$ cat config.mk
export PLATFORM = sky130hd
export DESIGN_NAME = fault_guard
export DESIGN_NICKNAME = d
export VERILOG_FILES = /design/src/rtl/guard_pkg.sv /design/src/rtl/guard_datapath.sv /design/src/rtl/guard_control.sv /design/src/rtl/fault_guard.sv
export SDC_FILE = /design/constraint.sdc
export NUM_CORES = 1
export LEC_CHECK = 0
export ABC_AREA = 1
export CORE_AREA = 2 2 53 55
export DETAILED_ROUTE_END_ITERATION = 7
export DIE_AREA = 0 0 55 57
export DONT_BUFFER_PORTS = 1
export GPL_TIMING_DRIVEN = 0
export SYNTH_ARGS = -nofsm -noshare
export SYNTH_HDL_FRONTEND = slang
export SYNTH_SLANG_ARGS = --single-unit
$ cat constraint.sdc
create_clock -name clk -period 1.28 [get_ports clk]
set_clock_uncertainty 0.1 [all_clocks]
set_input_delay 0.192 -clock clk [delete_from_list [all_inputs] [get_ports clk]]
set_output_delay 0.192 -clock clk [all_outputs]
set_load 0.02 [all_outputs]
$ cat src/rtl/guard_pkg.sv
package guard_pkg;
  typedef struct packed {
    logic trfWrite;
    logic recompute;
    logic writeBack;
    logic clearFault;
    logic dblFault;
  } guardCtl_t;
endpackage

$ cat src/rtl/guard_datapath.sv
module guard_datapath
  import guard_pkg::*;
#(
  parameter int DATA_W   = 16,
  parameter int OPC_W    = 6,
  parameter int OP_SEL_W = 2,
  localparam int NUM_OPS = 1 << OP_SEL_W,
  localparam int LOW_W   = OPC_W - OP_SEL_W
) (
  input  logic                clk,
  input  logic                rst_n,
  input  logic [OPC_W-1:0]    exOpcode,
  input  logic [DATA_W-1:0]   exResult,
  input  logic [DATA_W-1:0]   trfRdData,
  input  logic                markFault,
  input  logic [OP_SEL_W-1:0] markOp,
  input  guardCtl_t           ctl,
  output logic                opBad,
  output logic                valuesMatch,
  output logic [NUM_OPS-1:0]  faultVec
);
  logic [OP_SEL_W-1:0] opSel;

  assign opSel       = OP_SEL_W'(exOpcode >> LOW_W);
  assign opBad       = faultVec[opSel];
  assign valuesMatch = (exResult == trfRdData);

  for (genvar i = 0; i < NUM_OPS; i++) begin : g_faultBit
    logic setHit;
    logic clrHit;
    assign setHit = markFault && (markOp == OP_SEL_W'(i));
    assign clrHit = ctl.clearFault && (opSel == OP_SEL_W'(i));

    always_ff @(posedge clk) begin
      if (!rst_n)      faultVec[i] <= 1'b0;
      else if (setHit) faultVec[i] <= 1'b1;
      else if (clrHit) faultVec[i] <= 1'b0;
    end
  end
endmodule

$ cat src/rtl/guard_control.sv
module guard_control
  import guard_pkg::*;
(
  input  logic      exValid,
  input  logic      exMode,
  input  logic      opBad,
  input  logic      refBad,
  input  logic      valuesMatch,
  output logic      knownBad,
  output guardCtl_t ctl
);
  logic cmpSlot;
  logic cmpLive;

  assign knownBad = exValid && opBad;
  assign cmpSlot  = exValid && exMode;
  assign cmpLive  = cmpSlot && !knownBad && !refBad;

  always_comb begin
    ctl            = '0;
    ctl.trfWrite   = exValid && !exMode;
    ctl.recompute  = cmpLive && !valuesMatch;
    ctl.writeBack  = exValid && !knownBad && !ctl.recompute;
    ctl.clearFault = cmpSlot && knownBad && !refBad && valuesMatch;
    ctl.dblFault   = cmpSlot && knownBad && refBad;
  end
endmodule

$ cat src/rtl/fault_guard.sv
module fault_guard
  import guard_pkg::*;
#(
  parameter int DATA_W    = 16,
  parameter int OPC_W     = 6,
  parameter int OP_SEL_W  = 2,
  parameter int TRF_DEPTH = 8,
  localparam int NUM_OPS  = 1 << OP_SEL_W,
  localparam int IDX_W    = $clog2(TRF_DEPTH)
) (
  input  logic                clk,
  input  logic                rst_n,
  input  logic                exValid,
  input  logic [OPC_W-1:0]    exOpcode,
  input  logic                exMode,
  input  logic [IDX_W-1:0]    exRefIdx,
  input  logic [DATA_W-1:0]   exResult,
  input  logic [DATA_W-1:0]   trfRdData,
  input  logic                trfRdBad,
  input  logic                markFault,
  input  logic [OP_SEL_W-1:0] markOp,
  output logic [IDX_W-1:0]    trfIdx,
  output logic                trfWrEn,
  output logic [DATA_W-1:0]   trfWrData,
  output logic                trfWrBad,
  output logic                knownBad,
  output logic                recomputeReq,
  output logic                wbEnable,
  output logic                doubleFault,
  output logic [NUM_OPS-1:0]  faultVec
);
  guardCtl_t ctl;
  logic      opBad;
  logic      valuesMatch;

  guard_datapath #(.DATA_W(DATA_W), .OPC_W(OPC_W), .OP_SEL_W(OP_SEL_W)) u_dp (
    .clk(clk), .rst_n(rst_n), .exOpcode(exOpcode), .exResult(exResult),
    .trfRdData(trfRdData), .markFault(markFault), .markOp(markOp), .ctl(ctl),
    .opBad(opBad), .valuesMatch(valuesMatch), .faultVec(faultVec)
  );

  guard_control u_ctl (
    .exValid(exValid), .exMode(exMode), .opBad(opBad), .refBad(trfRdBad),
    .valuesMatch(valuesMatch), .knownBad(knownBad), .ctl(ctl)
  );

  assign trfIdx       = exRefIdx;
  assign trfWrEn      = ctl.trfWrite;
  assign trfWrData    = exResult;
  assign trfWrBad     = knownBad;
  assign recomputeReq = ctl.recompute;
  assign wbEnable     = ctl.writeBack;
  assign doubleFault  = ctl.dblFault;
endmodule

==> summary.txt <==
Timing
  • Maximum clock rate: 634 MHz
  • RSZ-0062 raised after global routing: yes
  • Max-slew headroom: 0.740
  • Worst-Margin Slew: 0.388 ns
  • Final min period: about 1.6 ns
  • Final Max Slew Viols: 0
  • # setup viols final: 9
  • Post-route setup slack: -0.298 ns
  • Fin crit share: 1.23
  • Fin. Hold Viols: 0

Synthesis
  • Most area-consuming cells after synthesis: nand2_1, buf_4, inv_1
  • Dominant cell type by area after synthesis: nand2_1
  • Synth top area share: 0.211
  • Syn Nets: roughly 190
  • Mapped Area: ~750 µm²
  • Syn Inst Count: roughly 140
  • Mean post-synth cell area: approximately 5.2 µm²
  • Synthesis Warnings: 0
  • Seq cells post-synth: 4
  • Sequential fraction of the synthesis area: 0.107
  • Yosys cell types: 14

Pwr
  • Internal cell power: about 0.00036 W
  • Overall power: around 0.00056 W
  • Sw Pwr: around 0.00020 W
  • Power per cell area: approximately 600 nW/µm²
  • Switch share: 0.364
  • Gate power share: 0.436
  • Flop pwr share: 0.259
  • Clock Power Share: 0.305
  • Static Leak: between 0.5 and 0.6 nW
  • Peak VDD IR: 0.411 mV

Worst setup path
  • Worst-case reg-to-reg path depth: 8
  • FF-to-FF End: u_dp.faultVec[1]
  • CP startpoint: u_dp.faultVec[2]
  • Cell chain of the critical path: nand3_2, nand2_2, nor2_4, nand2_2, nor2_4, nor2_4
  • Reg-to-Reg Start: u_dp.faultVec[1]
  • Crit path DAT: 1.29 ns
  • CP required: roughly 0.99 ns
  • WP buf/inv: 0
  • Crit start category: flip-flop
  • Slowest stage delay, CP: between 0.3 and 0.4 ns
  • Setup CP Type: reg -> out
  • CP most frequent cell: nor2_4
  • Crit. End Element: output port
  • Crit Path Max Fanout: 3
  • Delay-heaviest family, CP: simple AND/OR/NAND/NOR gates
  • Reg2Reg Setup Slack: -0.08 ns
  • Crit-path slowest cell: dfxtp_4

Die
  • Row Count: 19
  • Die area: roughly 3100 µm²
  • Total core area: 2620 µm²
  • Ports: 78
  • DIE WIDTH: between 50 and 60 µm
  • Starting Density: 0.286
  • Die height: between 50 and 60 µm

Hold path
  • Hold path endpoint: u_dp.faultVec[1]
  • Min-delay worst type: in -> reg
  • Hold path depth: 2
  • Worst Min Path Start: markFault

Final layout
  • Share of cells above drive strength 1: 0.305
  • Multi-input logic area: approximately 460 µm²
  • Register Area: approximately 95 µm²
  • Layout Nets: around 200
  • Max reg flops: 4
  • Biggest register: u_dp.faultVec
  • Biggest regs: u_dp.faultVec x4
  • Diodes inserted: 0
  • Final Cell Area: ~930 µm²
  • Fillers: approximately 300
  • Synth-to-Final Area Change: 24.3%

Place
  • Routability congestion estimate: 0.659
  • Port buffer count: 0
  • Placed Area: roughly 830 µm²
  • DPL Wire Length: 1500 µm

Clocking
  • Total CTS buffers: 3
  • Total number of H-tree levels: 1
  • CTS tree: yes
  • Clock sinks: 4
  • Worst-skew pair later-pin latency: 0.24 ns
  • Worst-path clk slew: around 0.04 ns
  • Deepest clock path buffer count: 2
  • Root buffer cell: clkbuf_4

Job
  • Maxcap violations: 0

Global route
  • Vias in the first global route: about 700
  • Total grt overflow: 0
  • Initial antenna violation count: 0
  • Largest net degree at the start of global routing: 6
  • First-pass GRT wire length: 2540 µm
  • GRT Util Overall: 0.107

Route
  • Routed Antenna Nets: 0
  • Drc violations: 0
  • Post-DR wirelength/cell: ~9 µm
  • Drt total wl: 1680 µm
  • Drt pass-1 iters: 4
  • Via count: between 700 and 800
  • Starting DRT DRC Count: 5
  • Vias/cell: approximately 4.3

Outcome
  • Failing checks: negative setup slack
  • Status: finished, violations left
## metrics by stage
step / hold slack, ns / worst slack, ns / std cells / util / TNS [ns]
finish: 0.0167 / -0.298 / 182 / 0.355 / -1.40
global route: 0.0203 / -0.360 / 182 / 0.355 / -2.09
CTS: 0.00634 / -0.317 / 180 / 0.342 / -0.973
detailed placement: 0.244 / -0.144 / 174 / 0.319 / -0.159
global placement: 0.254 / -0.124 / 174 / 0.319 / -0.124
floorplan: 0.234 / -0.0273 / 143 / - / -0.0273
## cell usage after synthesis, drive strengths merged
cell type / number
a21oi: 4
buf: 20
dfxtp: 4
inv: 27
nand2: 44
nand3: 7
nand3b: 1
nand4: 4
nor2: 28
xor2: 4
## worst max path at each step
stage	slack (ns)	endpoint	cells past startpoint
2_1_floorplan	-0.03	wbEnable	6
3_5_place_dp	-0.14	wbEnable	10
6_report	-0.30	wbEnable	6
4_1_cts	-0.32	wbEnable	6
5_1_grt	-0.36	wbEnable	6
3_3_place_gp	-0.12	wbEnable	8
## cell usage in the layout (no fill, tap or decap)
cell type,instances
nand2_2,5
inv_1,26
clkbuf_1,1
inv_2,1
buf_4,19
nand3b_1,1
nand3_1,5
a21oi_1,4
nand2_1,39
buf_6,3
xor2_1,4
nand4_1,4
buf_12,1
nand3_2,2
clkbuf_4,3
nor2_2,3
dlygate4sd3_1,1
nor2_4,5
nor2_1,20
dfxtp_4,4
## cells by family after synthesis
family / count (synthesis) / synth area share
DFF: 4 / 0.107
buffers and inverters: 47 / 0.337
xor gates and xnor gates: 4 / 0.0469
and+or+nand+nor: 84 / 0.482
AOI/OAI and AO/OA: 4 / 0.0268
## cell type report
type                            count  share of cell area
Multi-Input combinational cell     92               0.496
Buffer                             20               0.166
Inverter                           27               0.109
Sequential cell                     4               0.102
Timing Repair Buffer                4              0.0566
Tap cell                           31              0.0418
Clock buffer                        4              0.0283
## power by group through the flow
stage | combinational (W) | clock (W) | sequential, W
after detailed placement | 0.000220 | 0 | 0.000149
after global placement | 0.000217 | 0 | 0.000149
after global routing | 0.000272 | 0.000195 | 0.000146
after CTS | 0.000230 | 0.000182 | 0.000145
final | 0.000244 | 0.000170 | 0.000144
after floorplan | 0.000204 | 0 | 0.000146
## timing repair
action | in CTS | in global routing
setup endpoints to repair | 7 | 9
hold endpoints to repair | 1 | 0
resized for setup | 5 | 2
buffers inserted | 1 | 2
hold buffers | 1 | 0
pin swaps | 2 | 7
## routing by layer
metal,track usage,up-vias,share of wire
met5,0,-,0
met4,0.0418,0,0
met3,0.0262,0,0.15
met2,0.196,47,0.50
met1,0.111,324,0.34
li1,-,420,-
Power figures use the tool's default switching activity.
